## config.mk

```make
export PLATFORM = sky130hd
export DESIGN_NAME = ddr_bank_guard
export DESIGN_NICKNAME = d
export VERILOG_FILES = /design/src/rtl/ddr_guard_pkg.sv /design/src/rtl/ddr_cnt_timer.sv /design/src/rtl/ddr_bank_ctx.sv /design/src/rtl/ddr_bank_guard.sv
export SDC_FILE = /design/constraint.sdc
export NUM_CORES = 1
export LEC_CHECK = 0
export BUFFER_PORTS_ARGS = -buffer_cell sky130_fd_sc_hd__buf_4
export CORE_MARGIN = 2
export CORE_UTILIZATION = 45
export CTS_CLUSTER_SIZE = 16
export DETAILED_ROUTE_END_ITERATION = 8
export GPL_ROUTABILITY_DRIVEN = 1
export PLACE_DENSITY = 0.66
export SLEW_MARGIN = 25
export SYNTH_ARGS = -nofsm -noshare
export SYNTH_HDL_FRONTEND = slang
export SYNTH_HIERARCHICAL = 1
export SYNTH_SLANG_ARGS = --single-unit
```

## constraint.sdc

```tcl
create_clock -name clk_i -period 3.6 [get_ports clk_i]
set_input_delay 0.36 -clock clk_i [delete_from_list [all_inputs] [get_ports clk_i]]
set_output_delay 0.36 -clock clk_i [all_outputs]
set_load 0.005 [all_outputs]
```

## src/rtl/ddr_guard_pkg.sv

```systemverilog
package ddr_guard_pkg;
  typedef enum logic [2:0] {
    CMD_NOP = 3'd0,
    CMD_ACT = 3'd1,
    CMD_RD  = 3'd2,
    CMD_WR  = 3'd3,
    CMD_PRE = 3'd4,
    CMD_REF = 3'd5,
    CMD_MRS = 3'd6
  } cmd_e;

  // value loaded into a down-counter so that the dependent command is
  // granted ceil(t/tck) cycles after the starting one
  function automatic int cyc_load(int t_ps, int clk_ps);
    int n;
    n = (t_ps + clk_ps - 1) / clk_ps;
    return (n > 0) ? n - 1 : 0;
  endfunction
endpackage

```

## src/rtl/ddr_cnt_timer.sv

```systemverilog
module ddr_cnt_timer #(
  parameter int LOAD = 1
) (
  input  logic clk_i,
  input  logic rst_ni,
  input  logic load_i,
  output logic zero_o
);
  localparam int CW = (LOAD < 2) ? 1 : $clog2(LOAD + 1);

  logic [CW-1:0] cnt_q;

  always_ff @(posedge clk_i or negedge rst_ni) begin
    if (!rst_ni)            cnt_q <= '0;
    else if (load_i)        cnt_q <= CW'(LOAD);
    else if (cnt_q != '0)   cnt_q <= cnt_q - 1'b1;
  end

  assign zero_o = (cnt_q == '0);

  // R4..R10 rely on monotonic countdown between loads
  a_r4_count_down: assert property (@(posedge clk_i) disable iff (!rst_ni)
    (!load_i && cnt_q != '0) |=> (cnt_q == $past(cnt_q) - 1'b1));
endmodule

```

## src/rtl/ddr_bank_ctx.sv

```systemverilog
module ddr_bank_ctx #(
  parameter int ROW_W = 13,
  parameter int L_RCD = 1,
  parameter int L_RAS = 4,
  parameter int L_RC  = 6,
  parameter int L_RP  = 1,
  parameter int L_WR  = 3
) (
  input  logic             clk_i,
  input  logic             rst_ni,
  input  logic             act_i,
  input  logic             wr_i,
  input  logic             pre_i,
  input  logic [ROW_W-1:0] row_i,
  output logic             open_o,
  output logic [ROW_W-1:0] row_o,
  output logic             rcd_ok_o,
  output logic             pre_ok_o,
  output logic             rc_ok_o,
  output logic             rp_ok_o
);
  logic open_q;
  logic [ROW_W-1:0] row_q;
  logic ras_ok, wr_ok;

  always_ff @(posedge clk_i or negedge rst_ni) begin
    if (!rst_ni) begin
      open_q <= 1'b0;
      row_q  <= '0;
    end else if (act_i) begin
      open_q <= 1'b1;
      row_q  <= row_i;
    end else if (pre_i) begin
      open_q <= 1'b0;
    end
  end

  ddr_cnt_timer #(.LOAD(L_RCD)) u_rcd (.clk_i, .rst_ni, .load_i(act_i), .zero_o(rcd_ok_o));
  ddr_cnt_timer #(.LOAD(L_RAS)) u_ras (.clk_i, .rst_ni, .load_i(act_i), .zero_o(ras_ok));
  ddr_cnt_timer #(.LOAD(L_RC))  u_rc  (.clk_i, .rst_ni, .load_i(act_i), .zero_o(rc_ok_o));
  ddr_cnt_timer #(.LOAD(L_RP))  u_rp  (.clk_i, .rst_ni, .load_i(pre_i), .zero_o(rp_ok_o));
  ddr_cnt_timer #(.LOAD(L_WR))  u_wr  (.clk_i, .rst_ni, .load_i(wr_i),  .zero_o(wr_ok));

  assign open_o   = open_q;
  assign row_o    = row_q;
  assign pre_ok_o = ras_ok & wr_ok;

  a_r2_act_closed: assert property (@(posedge clk_i) disable iff (!rst_ni)
    act_i |-> !open_q);
  a_r5_pre_after_ras: assert property (@(posedge clk_i) disable iff (!rst_ni)
    (pre_i && open_q) |-> (ras_ok && wr_ok));
endmodule

```

## src/rtl/ddr_bank_guard.sv

```systemverilog
module ddr_bank_guard
  import ddr_guard_pkg::*;
#(
  parameter int CLK_PS    = 8000,
  parameter int ROW_W     = 13,
  parameter int NUM_BANKS = 4,
  parameter int AP_BIT    = 10,
  parameter int T_RCD_PS  = 15000,
  parameter int T_RAS_PS  = 40000,
  parameter int T_RC_PS   = 55000,
  parameter int T_RRD_PS  = 10000,
  parameter int T_RP_PS   = 15000,
  parameter int T_WR_PS   = 15000,
  parameter int T_RFC_PS  = 70000,
  parameter int T_MRD_PS  = 10000,
  parameter int WR_TAIL   = 2,
  localparam int BA_W     = $clog2(NUM_BANKS)
) (
  input  logic                       clk_i,
  input  logic                       rst_ni,
  input  logic                       cmd_valid_i,
  input  logic [2:0]                 cmd_i,
  input  logic [BA_W-1:0]            bank_i,
  input  logic [ROW_W-1:0]           row_i,
  output logic                       grant_o,
  output logic [NUM_BANKS-1:0]       open_mask_o,
  output logic [NUM_BANKS*ROW_W-1:0] open_row_o
);
  localparam int L_RCD = cyc_load(T_RCD_PS, CLK_PS);
  localparam int L_RAS = cyc_load(T_RAS_PS, CLK_PS);
  localparam int L_RC  = cyc_load(T_RC_PS,  CLK_PS);
  localparam int L_RRD = cyc_load(T_RRD_PS, CLK_PS);
  localparam int L_RP  = cyc_load(T_RP_PS,  CLK_PS);
  localparam int L_WR  = cyc_load(T_WR_PS,  CLK_PS) + WR_TAIL;
  localparam int L_RFC = cyc_load(T_RFC_PS, CLK_PS);
  localparam int L_MRD = cyc_load(T_MRD_PS, CLK_PS);

  cmd_e cmd;
  logic issue, all_ap;
  logic [NUM_BANKS-1:0] sel, open_m, rcd_ok, pre_ok, rc_ok, rp_ok;
  logic [NUM_BANKS-1:0] act_b, wr_b, pre_b;
  logic rrd_ok, rfc_ok, mrd_ok;

  assign cmd    = cmd_e'(cmd_i);
  assign sel    = NUM_BANKS'(1) << bank_i;
  assign issue  = cmd_valid_i & grant_o;
  assign all_ap = row_i[AP_BIT];

  always_comb begin
    grant_o = 1'b0;
    unique case (cmd)
      CMD_NOP: grant_o = 1'b1;
      CMD_ACT: grant_o = ~open_m[bank_i] & rc_ok[bank_i] & rp_ok[bank_i]
                         & rrd_ok & rfc_ok & mrd_ok;
      CMD_RD,
      CMD_WR:  grant_o = open_m[bank_i] & rcd_ok[bank_i];
      CMD_PRE: grant_o = rfc_ok & (all_ap ? (&(~open_m | pre_ok))
                                          : (~open_m[bank_i] | pre_ok[bank_i]));
      CMD_REF: grant_o = (open_m == '0) & (&rp_ok) & (&rc_ok) & rfc_ok & mrd_ok;
      CMD_MRS: grant_o = (open_m == '0) & (&rp_ok) & rfc_ok & mrd_ok;
      default: grant_o = 1'b0;
    endcase
  end

  for (genvar g = 0; g < NUM_BANKS; g++) begin : g_bank
    assign act_b[g] = issue & (cmd == CMD_ACT) & sel[g];
    assign wr_b[g]  = issue & (cmd == CMD_WR)  & sel[g];
    assign pre_b[g] = issue & (cmd == CMD_PRE) & (all_ap | sel[g]);

    ddr_bank_ctx #(
      .ROW_W(ROW_W), .L_RCD(L_RCD), .L_RAS(L_RAS),
      .L_RC(L_RC), .L_RP(L_RP), .L_WR(L_WR)
    ) u_bank (
      .clk_i, .rst_ni,
      .act_i   (act_b[g]),
      .wr_i    (wr_b[g]),
      .pre_i   (pre_b[g]),
      .row_i   (row_i),
      .open_o  (open_m[g]),
      .row_o   (open_row_o[g*ROW_W +: ROW_W]),
      .rcd_ok_o(rcd_ok[g]),
      .pre_ok_o(pre_ok[g]),
      .rc_ok_o (rc_ok[g]),
      .rp_ok_o (rp_ok[g])
    );
  end

  ddr_cnt_timer #(.LOAD(L_RRD)) u_rrd (.clk_i, .rst_ni,
    .load_i(issue & (cmd == CMD_ACT)), .zero_o(rrd_ok));
  ddr_cnt_timer #(.LOAD(L_RFC)) u_rfc (.clk_i, .rst_ni,
    .load_i(issue & (cmd == CMD_REF)), .zero_o(rfc_ok));
  ddr_cnt_timer #(.LOAD(L_MRD)) u_mrd (.clk_i, .rst_ni,
    .load_i(issue & (cmd == CMD_MRS)), .zero_o(mrd_ok));

  assign open_mask_o = open_m;

  a_r3_rw_open: assert property (@(posedge clk_i) disable iff (!rst_ni)
    (issue && (cmd == CMD_RD || cmd == CMD_WR)) |-> open_m[bank_i]);
  a_r8_pre_all_closes: assert property (@(posedge clk_i) disable iff (!rst_ni)
    (issue && cmd == CMD_PRE && all_ap) |=> (open_m == '0));
  a_r9_ref_closed: assert property (@(posedge clk_i) disable iff (!rst_ni)
    (issue && cmd == CMD_REF) |-> (open_m == '0));
  a_r10_mrs_closed: assert property (@(posedge clk_i) disable iff (!rst_ni)
    (issue && cmd == CMD_MRS) |-> (open_m == '0));
endmodule

```

Word level (Yosys, flattened, before mapping)
Cells that the tools add are included.
{"block": "totals", "register_bits": 102, "inputBits": 21, "word_cells": 230}
{"block": "classes", "n_addsub": 23, "order_cmp": 1, "n_eq_ne": 6, "shift": 1, "mux": 66, "bitwise_logic": 53, "n_reduce_logical": 49}
{"operator": "3-bit 2-to-1 mux", "n": 16}
{"operator": "2-bit nonzero test", "n": 21}
{"operator": "1-bit bitwise AND", "n": 35}
{"operator": "1-bit 2-to-1 mux", "n": 34}
{"operator": "3-bit zero test", "n": 9}
{"operator": "3-bit nonzero test", "n": 8}
{"operator": "3-bit by 1-bit subtractor with 3-bit output (second input constant)", "n": 8}
{"operator": "2-bit 2-to-1 mux", "n": 8}
{"operator": "4-bit AND reduction", "n": 3}
{"operator": "1-bit NOT", "n": 11}
{"operator": "1-bit binary-select mux with 2-bit select", "n": 5}
{"operator": "1-bit subtractor (second input constant)", "n": 10}
{"operator": "3-bit equality test (second input constant)", "n": 3}
{"operator": "2-bit zero test", "n": 4}
{"operator": "4-bit zero test", "n": 2}
{"operator": "4-bit 2-to-1 mux", "n": 2}
{"operator": "2-bit by 1-bit subtractor with 2-bit output (second input constant)", "n": 4}
{"operator": "3-bit by 2-bit equality test with 1-bit output (second input constant)", "n": 2}
{"operator": "1-bit one-hot mux with 6 select lines", "n": 1}
{"operator": "1-bit OR", "n": 5}
{"operator": "4-bit NOT", "n": 1}
{"operator": "4-bit OR", "n": 1}
{"operator": "4-bit nonzero test", "n": 1}
{"operator": "1-bit by 2-bit left shift with 4-bit output (first input constant)", "n": 1}
{"operator": "other kinds (4)", "n": 4}

Depth between registers and ports, before layout
Gate-level depths: netlist of run 1.
{"block": "depth", "depth_word": 14, "ltp_mapped": 11}

By module
The synthesis of run 1 kept the hierarchy.
{"mod": "ddr_bank_ctx", "instances": 4, "cells_each": 31, "area_per_inst_um2": 526.8, "seq_area_each_um2": 350.3}
{"mod": "ddr_cnt_timer at g_bank[0].u_bank.u_rc ...", "instances": 4, "cells_each": 17, "area_per_inst_um2": 185.2, "seq_area_each_um2": 75.1}
{"mod": "ddr_cnt_timer at g_bank[0].u_bank.u_ras ...", "instances": 4, "cells_each": 16, "area_per_inst_um2": 183.9, "seq_area_each_um2": 75.1}
{"mod": "ddr_bank_guard", "instances": 1, "cells_each": 76, "area_per_inst_um2": 569.3, "seq_area_each_um2": 0.0}
{"mod": "ddr_cnt_timer at g_bank[0].u_bank.u_wr ...", "instances": 4, "cells_each": 9, "area_per_inst_um2": 97.6, "seq_area_each_um2": 50.0}
{"mod": "ddr_cnt_timer at g_bank[0].u_bank.u_rcd ...", "instances": 10, "cells_each": 2, "area_per_inst_um2": 28.8, "seq_area_each_um2": 25.0}
{"mod": "ddr_cnt_timer at u_rfc", "instances": 1, "cells_each": 21, "area_per_inst_um2": 219.0, "seq_area_each_um2": 100.1}

Least setup slack after synthesis of run 1
Ideal clock, no wire load.
{"block": "synth_path", "kind": "register to register", "start": "register u_rfc.cnt_q[0]", "end": "register g_bank[0].u_bank.row_q[1]", "arrival_ns": 3.191, "required_ns": 3.475, "setup_slack_ns": 0.285, "stages_incl_launch_ff": 10, "path_cell_list": "dfrtp_1 inv_1 ha_1 nor3b_2 o211ai_1 nor4_1 o211ai_1 nor3_1 buf_6 mux2_2"}
{"block": "synth_between", "elab_chain_len": 7, "elab_cells_between_ends": 12, "cone_classes": "1 x mux; 10 x bitwise; 1 x reduce/logical"}
{"element": "start, declared", "line_no": "ddr_cnt_timer.sv:11", "source": "logic [CW-1:0] cnt_q;"}
{"element": "start signal, assigned", "line_no": "ddr_cnt_timer.sv:15", "source": "else if (load_i) cnt_q <= CW'(LOAD);"}
{"element": "start signal, assigned", "line_no": "ddr_cnt_timer.sv:16", "source": "else if (cnt_q != '0) cnt_q <= cnt_q - 1'b1;"}
{"element": "4-bit zero test (*)", "line_no": "ddr_cnt_timer.sv:19", "source": "assign zero_o = (cnt_q == '0);"}
{"element": "net rfc_ok", "line_no": "ddr_bank_guard.sv:42", "source": "logic rrd_ok, rfc_ok, mrd_ok;"}
{"element": "1-bit bitwise AND (on tied branches) (2 in series)", "line_no": "ddr_bank_guard.sv:60, ddr_bank_guard.sv:54, ddr_bank_guard.sv:59"}
{"element": "1-bit one-hot mux with 6 select lines (*)", "line_no": "ddr_bank_guard.sv:51", "source": "unique case (cmd)"}
{"element": "1-bit bitwise AND (*)", "line_no": "ddr_bank_guard.sv:46", "source": "assign issue = cmd_valid_i & grant_o;"}
{"element": "1-bit bitwise AND (*) (2 in series)", "line_no": "ddr_bank_guard.sv:66", "source": "assign act_b[g] = issue & (cmd == CMD_ACT) & sel[g];"}
{"element": "net act_b[0]", "line_no": "ddr_bank_guard.sv:41", "source": "logic [NUM_BANKS-1:0] act_b, wr_b, pre_b;"}
{"element": "end signal, assigned", "line_no": "ddr_bank_ctx.sv:32", "source": "row_q <= row_i;"}
{"element": "end, declared", "line_no": "ddr_bank_ctx.sv:23", "source": "logic [ROW_W-1:0] row_q;"}
Mark *: on every way through the listed nets, which the timed path passes. The rest lies on a longest branch.
A chain may end at the register's enable or synchronous reset.

Worst setup path after layout of run 1
{"block": "layout_path", "start": "register g_bank[2].u_bank.u_rc.cnt_q[0]", "end": "register g_bank[1].u_bank.row_q[4]"}
{"block": "layout_between", "elab_chain_len": 12, "elab_cells_between_ends": 16, "cone_classes": "3 x mux; 11 x bitwise; 2 x reduce/logical"}
{"element": "start, declared", "line_no": "ddr_cnt_timer.sv:11"}
{"element": "start signal, assigned", "line_no": "ddr_cnt_timer.sv:15"}
{"element": "start signal, assigned", "line_no": "ddr_cnt_timer.sv:16"}
{"element": "3-bit zero test (*)", "line_no": "ddr_cnt_timer.sv:19"}
{"element": "net rc_ok[2]", "line_no": "ddr_bank_guard.sv:40", "source": "logic [NUM_BANKS-1:0] sel, open_m, rcd_ok, pre_ok, rc_ok, rp_ok;"}
{"element": "1-bit binary-select mux with 2-bit select", "line_no": "ddr_bank_guard.sv:53", "source": "CMD_ACT: grant_o = ~open_m[bank_i] & rc_ok[bank_i] & rp_ok[bank_i]"}
{"element": "1-bit 2-to-1 mux (implied by the code)", "line_no": "ddr_bank_guard.sv:53"}
{"element": "1-bit bitwise AND (2 in series)", "line_no": "ddr_bank_guard.sv:53"}
{"element": "1-bit bitwise AND (3 in series)", "line_no": "ddr_bank_guard.sv:54", "source": "& rrd_ok & rfc_ok & mrd_ok;"}
{"element": "1-bit one-hot mux with 6 select lines (*)", "line_no": "ddr_bank_guard.sv:51"}
{"element": "1-bit bitwise AND (*)", "line_no": "ddr_bank_guard.sv:46"}
{"element": "1-bit bitwise AND (*) (2 in series)", "line_no": "ddr_bank_guard.sv:66"}
{"element": "net act_b[1]", "line_no": "ddr_bank_guard.sv:41"}
{"element": "end signal, assigned", "line_no": "ddr_bank_ctx.sv:32"}
{"element": "end, declared", "line_no": "ddr_bank_ctx.sv:23"}
Mark *: on every way through the listed nets, which the timed path passes. The rest lies on a longest branch. The select of a mux whose other input is x is not followed.

==> results of run 1 <==
## synth_stat cells, drive strengths merged, types with 2 or more instances
library cell  count
o31ai             4
nor4bb            2
a21oi             3
a21boi            3
nand2             6
nand3             2
nor2b            31
xor2              4
o211ai            3
a211o            13
mux2i             7
a21o              4
inv              43
nor4b             4
nor3              9
nor4              6
xnor2             2
dfrtp           102
or2b              8
buf               8
nand4bb           4
nand2b            5
and2              4
nor2             32
ha               22
mux2             63
## flip-flops by register name (all words and copies together), names as in the netlist
| register | flops |
|---|---|
| g_bank.u_bank/row_o | 52 |
| g_bank.u_bank/u_ras/cnt_q | 12 |
| g_bank.u_bank/u_rc/cnt_q | 12 |
| g_bank.u_bank/u_wr/cnt_q | 8 |
| g_bank.u_bank/open_o | 4 |
| g_bank.u_bank/u_rcd/cnt_q | 4 |
| g_bank.u_bank/u_rp/cnt_q | 4 |
| u_rfc/cnt_q | 4 |
| u_mrd/cnt_q | 1 |
| u_rrd/cnt_q | 1 |
## cells in the final DEF, fill, tap and decap left out, types with 3 or more instances in the layout
cell          n
inv_1        42
nor4_1        6
o31ai_1       4
clkinvlp_4    3
mux2_4        8
nor3_1        8
or2b_2        5
nand4bb_1     4
and2_1        4
o211ai_1      3
nand2b_1      5
buf_4        83
mux2_2       55
dfrtp_1     102
a21o_2        4
mux2i_1       7
clkbuf_8     10
nor2_1       29
nor4b_1       3
nor2b_4       8
ha_1         22
a21oi_1       3
a21boi_1      3
nor2b_1      23
nor2_2        3
nand2_1       6
a211o_1      13
or2b_1        3
xor2_1        4
## routing by layer
layer	global-route usage	vias up	wire length (microns)
met4	0.05967	0	169
met1	0.2371	1663	4487
met3	0.06461	16	746
li1	-	1563	-
met2	0.2734	81	4652
met5	0	-	0
## cells by family (layout without fill, tap and decap cells)
group,after synthesis,in the layout,share of synthesized area
DFF,102,102,0.5055
adders and majority gates,22,22,0.05451
xor gates and xnor gates,6,6,0.01041
AOI/OAI and AO/OA,33,33,0.05253
and+or+nand+nor,123,123,0.1611
muxes,71,71,0.1648
buffers and inverters,52,142,0.05128
## layout make-up
type,instances,area [sq um],share of cell area
flip-flops and latches,102,2552,0.4288
multi-input cells,255,2251,0.3782
repair buffers,83,623.1,0.1047
well taps,140,175.2,0.02943
inverters,43,161.4,0.02712
clock buffers,10,137.6,0.02312
clock inverters,6,51.30,0.008619
## stage by stage
| stage | util | hold slack (ps) | cells | setup slack, ps | cell area (sq um) |
|---|---|---|---|---|---|
| detailed placement | 0.5293 | 461.9 | 623 | 575.5 | 5763 |
| floorplan | - | 64.41 | 409 | 284.5 | 5050 |
| global route | 0.5467 | 60.09 | 639 | 356.5 | 5952 |
| CTS | 0.5467 | 47.01 | 639 | 555.1 | 5952 |
| global placement | 0.5293 | 456.4 | 623 | 759.6 | 5763 |
| finish | 0.5467 | 28.18 | 639 | 529.3 | 5952 |
## worst min-delay path by stage
stage           start                          to  slack (ps)
5_1_grt        rst_ni  g_bank[2].u_bank/row_o[11]          60
6_report       rst_ni  g_bank[2].u_bank/row_o[11]          30
4_1_cts        rst_ni  g_bank[2].u_bank/row_o[11]          50
2_1_floorplan  rst_ni     g_bank[0].u_bank/open_o          60
3_5_place_dp   rst_ni  g_bank[2].u_bank/row_o[11]         460
3_3_place_gp   rst_ni  g_bank[3].u_bank/row_o[12]         460
## power by group through the flow
stage,logic [mW],clock network (mW),registers (mW)
after floorplan,0.994,0,1.54
after global placement,1.17,0,1.56
after detailed placement,1.25,0,1.58
after CTS,1.26,0.724,1.56
after global routing,1.41,0.768,1.59
final,1.25,0.696,1.56
==> impl_metrics.env, run 1 <==
export IMPL_path_depth=10
export IMPL_crit_type="reg2reg"
export IMPL_arrival_ps=3330
export IMPL_p_leak_nw=3.058
export IMPL_initial_utilization=0.4638
export IMPL_clkLatencyLatePin_ps=370
export IMPL_ir_drop_uv=251.3
export IMPL_r2r_start="g_bank[2].u_bank/u_rc/cnt_q[0]"
export IMPL_min_period_over_period=0.8530
export IMPL_cts_tree="built"
export IMPL_die_x_microns=109.9
export IMPL_ios=78
export IMPL_crit_slowest_cell="dfrtp_1"
export IMPL_swShare=0.3284
export IMPL_synth_top_area_cell="dfrtp_1"
export IMPL_rows=38
export IMPL_max_slew_margin_rel=0.5194
export IMPL_post_cts_buffers=0
export IMPL_grt_pass1_wl_microns=16720
export IMPL_grt_pass1_vias=3442
export IMPL_drtIter0Drc=93
export IMPL_max_stage_delay_ps=420
export IMPL_hold_viol=0
export IMPL_clock_sinks=102
export IMPL_drc_errors=0
export IMPL_layout_drive_gt1_share=0.3788
export IMPL_r2r_end="g_bank[1].u_bank/row_o[4]"
export IMPL_vias=3323
export IMPL_tightest_slew_ps=720.8
export IMPL_drt_wl_total_microns=10060
export IMPL_path_cells="inv_1, ha_1, nor2b_4, nor4bb_1, nor4_1, nor3_1, o211ai_1, nor2_2, buf_4, mux2_2"
export IMPL_routedWlPerCell_microns=15.74
export IMPL_cts_path_max_buffers=2
export IMPL_drv_slew=0
export IMPL_min_period_ps=3071
export IMPL_crit_path_end_kind="register"
export IMPL_p_per_area_nw_per_um2=587.8
export IMPL_overflow=0
export IMPL_synth_edf_count=0
export IMPL_die_y_microns=109.9
export IMPL_drt_first_pass_iters=4
export IMPL_path_buf_inv=2
export IMPL_nets=537
export IMPL_gp_congestion=0.9333
export IMPL_cp_required_ps=3860
export IMPL_rsz0062_at_grt="false"
export IMPL_skew_ps=8.809
export IMPL_numCtsBuffers=9
export IMPL_syn_inst=409
export IMPL_finalSetupTns_ps=0
export IMPL_synth_seq_cells=102
export IMPL_worstHoldPathType="in2async"
export IMPL_dp_hpwl_microns=7067
export IMPL_synth_ff_type="dfrtp_1"
export IMPL_cts_root_buf="clkbuf_8"
export IMPL_max_cap_viol_count=0
export IMPL_antennaDiodeCount=0
export IMPL_synth_cell_type_count=49
export IMPL_pwr_share_clk=0.199
export IMPL_critPathTopFamily="simple AND/OR/NAND/NOR gates"
export IMPL_cts_resized=0
export IMPL_syn_num_nets=452
export IMPL_grt_use_total=0.1793
export IMPL_seqPwrFrac=0.445
export IMPL_critPathLaunch="g_bank[2].u_bank/u_rc/cnt_q[0]"
export IMPL_antenna_found_initial=0
export IMPL_cts_reportedPaths_clkPinSlew_ps=100
export IMPL_drtAntennaViolNets=0
export IMPL_outcome="completed"
export IMPL_fmax_mhz=325.7
export IMPL_setup_viol=0
export IMPL_path_max_fanout=25
export IMPL_syn_avg_cell_area_sq_um=12.35
export IMPL_synthArstFlopShare=1.000
export IMPL_yosys_area_top_type_share=0.5055
export IMPL_die_area_sq_um=12090
export IMPL_yosys_top_cells_area="dfrtp_1 51%, mux2_2 12%, ha_1 5.5%"
export IMPL_syn_to_final_growth_pct=17.86
export IMPL_num_fill_cells=937
export IMPL_netlist_area_sq_um=5050
export IMPL_comb_power_share=0.356
export IMPL_ys_seq_area_frac=0.5055
export IMPL_worstRegToRegCells=10
export IMPL_intPower_mw=2.350
export IMPL_r2r_setup_slack_ps=530
export IMPL_hold_buffers=0
export IMPL_cts_max_level=3
export IMPL_start_kind="register"
export IMPL_portBuffers=77
export IMPL_vias_per_cell=5.200
export IMPL_grt_max_degree=58
export IMPL_crit_end="g_bank[1].u_bank/row_o[4]"
export IMPL_synth_warnings=6
export IMPL_total_power_mw=3.499
export IMPL_fp_coreArea_sq_um=10890
export IMPL_netSwitchingPower_mw=1.149
Note: power is estimated with default switching activity, not from simulation.
==> run 2: changes to the inputs <==
Settings changed: CORE_MARGIN 2 to default, RECOVER_POWER from default to 100.
==> run 2 against run 1 <==
Compared with the run above: the flow now finishes with violations (capacitance limit, slew limit); final cell count grew 0.16%; clock power grew 6.3%; combinational power shrank 7%; design area shrank 1.4%; largest power group unchanged; global-route usage grew 1.2 points; sequential cell count is the same; power shrank 1.2%; fmax shrank 4.0%.
==> impl_metrics.env, run 2 (synthesis gave the netlist of run 1 again) <==
export IMPL_drv_slew=72
export IMPL_fin_cells=640
export IMPL_max_slew_margin_rel=-0.1773
export IMPL_outcome="complete, but fails checks"
export IMPL_hold_viol=0
export IMPL_clock_sinks=102
export IMPL_cts_resized=0
export IMPL_start_kind="register"
export IMPL_hold_buffers=0
export IMPL_total_power_mw=3.458
export IMPL_grt_pass1_vias=3494
export IMPL_antenna_found_initial=0
export IMPL_skew_ps=10.45
export IMPL_layout_cells_most_common_list="102 x dfrtp_1, 55 x mux2_2, 43 x clkbuf_4"
export IMPL_min_from="cmd_i[0]"
export IMPL_portBuffers=77
export IMPL_cts_tree="built"
export IMPL_nets=538
export IMPL_cts_path_max_buffers=2
export IMPL_drt_first_pass_iters=4
export IMPL_tightest_slew_ps=1766
export IMPL_die_y_microns=107.9
export IMPL_routedWlPerCell_microns=15.62
export IMPL_finalSetupTns_ps=0
export IMPL_final_common_cell="dfrtp_1"
export IMPL_drc_errors=0
export IMPL_min_period_ps=3198
export IMPL_post_cts_buffers=0
export IMPL_worstHoldEndpoint="u_mrd/cnt_q"
export IMPL_drt_wl_total_microns=9998
export IMPL_drtIter0Drc=107
export IMPL_setup_viol=0
export IMPL_min_period_over_period=0.8884
export IMPL_cts_reportedPaths_clkPinSlew_ps=90
export IMPL_vias=3309
export IMPL_hold_path_cell_count=2
export IMPL_crit_type="reg2reg"
export IMPL_crit_path_end_kind="register"
export IMPL_cts_root_buf="clkbuf_8"
export IMPL_p_per_area_nw_per_um2=589.3
export IMPL_rows=38
export IMPL_die_area_sq_um=11650
export IMPL_dp_hpwl_microns=7086
export IMPL_gp_congestion=0.8858
export IMPL_grt_max_degree=72
export IMPL_numCtsBuffers=9
export IMPL_ir_drop_uv=284.3
export IMPL_worstHoldPathType="in2reg"
export IMPL_clkLatencyLatePin_ps=380
export IMPL_largest_reg_flops=52
export IMPL_overflow=0
export IMPL_syn_to_final_growth_pct=16.20
export IMPL_arrival_ps=3470
export IMPL_violations="capacitance limit, slew limit"
export IMPL_r2r_start="u_rfc/cnt_q[0]"
export IMPL_layout_drive_gt1_share=0.3280
export IMPL_fmax_mhz=312.7
export IMPL_drtAntennaViolNets=0
export IMPL_fp_coreArea_sq_um=10890
export IMPL_worstRegToRegCells=9
export IMPL_vias_per_cell=5.170
export IMPL_max_cap_viol_count=1
export IMPL_rsz0062_at_grt="false"
export IMPL_initial_utilization=0.4638
export IMPL_dp_cells=624
export IMPL_r2r_setup_slack_ps=400
export IMPL_grt_pass1_wl_microns=16950
export IMPL_antennaDiodeCount=0
export IMPL_die_x_microns=107.9
export IMPL_p_leak_nw=2.956
export IMPL_ios=78
export IMPL_grt_use_total=0.1911
export IMPL_cts_max_level=3
export IMPL_path_max_fanout=5
export IMPL_r2r_end="g_bank[2].u_bank/open_o"
export IMPL_cp_required_ps=3870
-- run 2: cell count changes in the layout (fill, tap and decap cells not counted), moves of 2 or more --
cell,previous run,this run
a21boi_0,0,2
clkbuf_4,0,43
buf_4,83,25
mux2_1,0,8
a21boi_1,3,1
clkinv_4,0,3
mux2_4,8,0
inv_6,2,0
clkbuf_1,0,17
clkinvlp_4,3,0
-- run 2: area by class of cell --
cell class	count	area, sq um
clock inverters	4	56.30
repair buffers	84	571.8
multi-input cells	255	2206
clock buffers	12	145.1
fillers	946	5020
flip-flops and latches	102	2552
inverters	43	161.4
well taps	140	175.2
-- run 2: per-layer routing --
metal | share of wire | track usage | wire (microns)
met1 | 0.46 | 0.2468 | 4553
met2 | 0.46 | 0.3013 | 4608
met3 | 0.065 | 0.05606 | 653
met4 | 0.018 | 0.07828 | 182
met5 | 0 | 0 | 0
-- run 2: worst max-delay path by stage --
stage                                    from                        end  slack [ps]  depth (start not counted)
6_report                       u_rfc/cnt_q[0]    g_bank[2].u_bank/open_o         400                          9
5_1_grt                        u_rfc/cnt_q[0]    g_bank[1].u_bank/open_o         190                          9
4_1_cts                        u_rfc/cnt_q[0]  g_bank[0].u_bank/row_o[6]         590                          9
3_5_place_dp                   u_rfc/cnt_q[0]  g_bank[0].u_bank/row_o[0]         590                          9
3_3_place_gp   g_bank[3].u_bank/u_rc/cnt_q[0]  g_bank[0].u_bank/row_o[1]         720                         10
2_1_floorplan                  u_rfc/cnt_q[0]  g_bank[0].u_bank/row_o[1]         280                          9
-- run 2: power by group --
| part | internal (mW) | total, mW | leakage, nW | switching (mW) |
|---|---|---|---|---|
| registers | 1.38 | 1.56 | 1.35 | 0.173 |
| clock network | 0.345 | 0.740 | 0.101 | 0.395 |
| logic | 0.621 | 1.16 | 1.51 | 0.540 |
-- run 2: metrics by stage --
| step | hold WS [ps] | util | instance area [sq um] | setup WS (ps) |
|---|---|---|---|---|
| final | 231.0 | 0.5390 | 5868 | 401.8 |
| after global routing | 226.1 | 0.5390 | 5868 | 190.4 |
| after CTS | 128.3 | 0.5485 | 5972 | 588.3 |
| after detailed placement | 485.1 | 0.5300 | 5771 | 594.5 |
| after global placement | 472.1 | 0.5300 | 5771 | 724.2 |
| after floorplan | 64.41 | - | 5050 | 284.5 |
-- run 2: worst max-delay path, cell delays in order, from the launching register on --
cell and delay [ps]:
dfrtp_1 380, inv_1 110, ha_1 200, nor3b_2 350, or4b_1 470, nor4_1 380, nor4b_1 640, a21boi_1 310
inv_1 70, a21o_2 180
==> run 3: changes to the inputs <==
Settings changed: CTS_CLUSTER_SIZE 16 to 10, MAX_ROUTING_LAYER from default to met4.
==> run 3 against run 2 <==
Compared with the run above: the run still ends with capacitance limit, slew limit left; fmax grew 1.6%; clock skew increased by 1.3 ps; global-route usage grew 0.71 points; sequential share of layout area unchanged; final cell count unchanged; via count decreased by 0.21%; first-iteration DRC count rose by 4.7%; non-clock buffer count unchanged; design area did not move; highest routed layer unchanged.
==> impl_metrics.env, run 3 (synthesis gave the netlist of run 1 again) <==
export IMPL_rows=38
export IMPL_drt_first_pass_iters=4
export IMPL_crit_path_end_kind="register"
export IMPL_crit_top_cell="inv_1"
export IMPL_clock_sinks=102
export IMPL_outcome="complete, but fails checks"
export IMPL_total_power_mw=3.458
export IMPL_arrival_ps=3420
export IMPL_finalSetupTns_ps=0
export IMPL_ios=78
export IMPL_cts_tree="built"
export IMPL_grt_pass1_vias=3474
export IMPL_cts_max_level=3
export IMPL_antennaDiodeCount=0
export IMPL_violations="capacitance limit, slew limit"
export IMPL_start_kind="register"
export IMPL_fin_cells=640
export IMPL_seqPwrFrac=0.450
export IMPL_setup_viol=0
export IMPL_nets=538
export IMPL_cp_required_ps=3870
export IMPL_cts_root_buf="clkbuf_8"
export IMPL_ir_drop_uv=286.5
export IMPL_vias=3302
export IMPL_seq_area_sq_um=2552
export IMPL_grt_pass1_wl_microns=17040
export IMPL_fmax_mhz=317.7
export IMPL_rsz0062_at_grt="false"
export IMPL_grt_max_degree=72
export IMPL_drv_slew=72
export IMPL_swShare=0.3206
export IMPL_cts_path_max_buffers=2
export IMPL_path_depth=9
export IMPL_max_cap_viol_count=1
export IMPL_cts_resized=0
export IMPL_cts_reportedPaths_clkPinSlew_ps=90
export IMPL_numCtsBuffers=9
export IMPL_hold_viol=0
export IMPL_crit_type="reg2reg"
export IMPL_place_area_sq_um=5771
export IMPL_clkLatencyLatePin_ps=380
export IMPL_comb_power_share=0.335
export IMPL_drc_errors=0
export IMPL_max_slew_margin_rel=-0.1713
export IMPL_pwr_share_clk=0.215
export IMPL_critPathTopFamily="simple AND/OR/NAND/NOR gates"
export IMPL_intPower_mw=2.349
export IMPL_grt_use_total=0.1982
export IMPL_fp_coreArea_sq_um=10890
export IMPL_netSwitchingPower_mw=1.109
export IMPL_tightest_slew_ps=1757
export IMPL_r2r_setup_slack_ps=450
export IMPL_multi_input_area_sq_um=2206
export IMPL_final_common_cell="dfrtp_1"
export IMPL_drtIter0Drc=112
export IMPL_num_fill_cells=946
export IMPL_drt_wl_total_microns=9966
export IMPL_path_cells="inv_1, ha_1, nor3b_2, or4b_1, nor4_1, nor4b_1, a21boi_0, inv_1, a21o_2"
export IMPL_gp_congestion=0.9006
export IMPL_path_buf_inv=2
export IMPL_fin_area_sq_um=5868
export IMPL_max_stage_delay_ps=620
export IMPL_hold_buffers=0
export IMPL_die_x_microns=107.9
export IMPL_die_area_sq_um=11650
export IMPL_path_max_fanout=5
export IMPL_post_cts_buffers=0
export IMPL_portBuffers=77
export IMPL_p_leak_nw=2.956
export IMPL_hold_path_cell_count=2
export IMPL_layout_cells_most_common_list="102 x dfrtp_1, 55 x mux2_2, 43 x clkbuf_4"
export IMPL_worstRegToRegCells=9
export IMPL_initial_utilization=0.4638
export IMPL_min_period_over_period=0.8745
export IMPL_hold_ws_ps=231.9
export IMPL_p_per_area_nw_per_um2=589.3
export IMPL_dp_cells=624
export IMPL_worstHoldPathType="in2reg"
export IMPL_antenna_found_initial=0
export IMPL_overflow=0
export IMPL_largest_reg_flops=52
export IMPL_crit_slowest_cell="nor4b_1"
export IMPL_skew_ps=11.70
export IMPL_routedWlPerCell_microns=15.57
export IMPL_drtAntennaViolNets=0
export IMPL_min_period_ps=3148
export IMPL_vias_per_cell=5.159
export IMPL_die_y_microns=107.9
export IMPL_dp_hpwl_microns=7086
export IMPL_layout_drive_gt1_share=0.3280
export IMPL_syn_to_final_growth_pct=16.20
==> run 3: metal layers <==
| metal | share of wire | track usage |
|---|---|---|
| met1 | 0.46 | 0.2536 |
| met2 | 0.46 | 0.2976 |
| met3 | 0.065 | 0.05666 |
| met4 | 0.019 | 0.07828 |
| met5 | 0 | - |
==> run 3: area by class of cell <==
class | count | area share
flip-flops and latches | 102 | 0.4350
multi-input cells | 255 | 0.3759
repair buffers | 84 | 0.09744
well taps | 140 | 0.02985
inverters | 43 | 0.02751
clock buffers | 12 | 0.02473
clock inverters | 4 | 0.009595
==> run 3: stage by stage <==
stage	util	worst slack (ps)
2_1_floorplan	-	284.5
3_3_place_gp	0.5300	724.2
3_5_place_dp	0.5300	594.5
4_1_cts	0.5485	588.3
5_1_grt	0.5390	192.2
6_report	0.5390	451.9
==> run 3: power by group through the flow <==
stage	registers [mW]	logic, mW	clock network [mW]
floorplan	1.54	0.994	0
finish	1.56	1.16	0.742
detailed placement	1.58	1.25	0
CTS	1.56	1.26	0.765
global route	1.59	1.33	0.808
global placement	1.56	1.17	0
==> run 3: worst paths after layout <==
| check | start | end |
|---|---|---|
| max | u_rfc/cnt_q[0] | g_bank[1].u_bank/open_o |
| min | cmd_i[0] | u_mrd/cnt_q |
| max reg2reg | u_rfc/cnt_q[0] | g_bank[1].u_bank/open_o |
| min reg2reg | g_bank[3].u_bank/u_wr/cnt_q[1] | g_bank[3].u_bank/u_wr/cnt_q[1] |
| max in group asynchronous | rst_ni | g_bank[0].u_bank/row_o[9] |
| min in group asynchronous | rst_ni | g_bank[2].u_bank/row_o[12] |
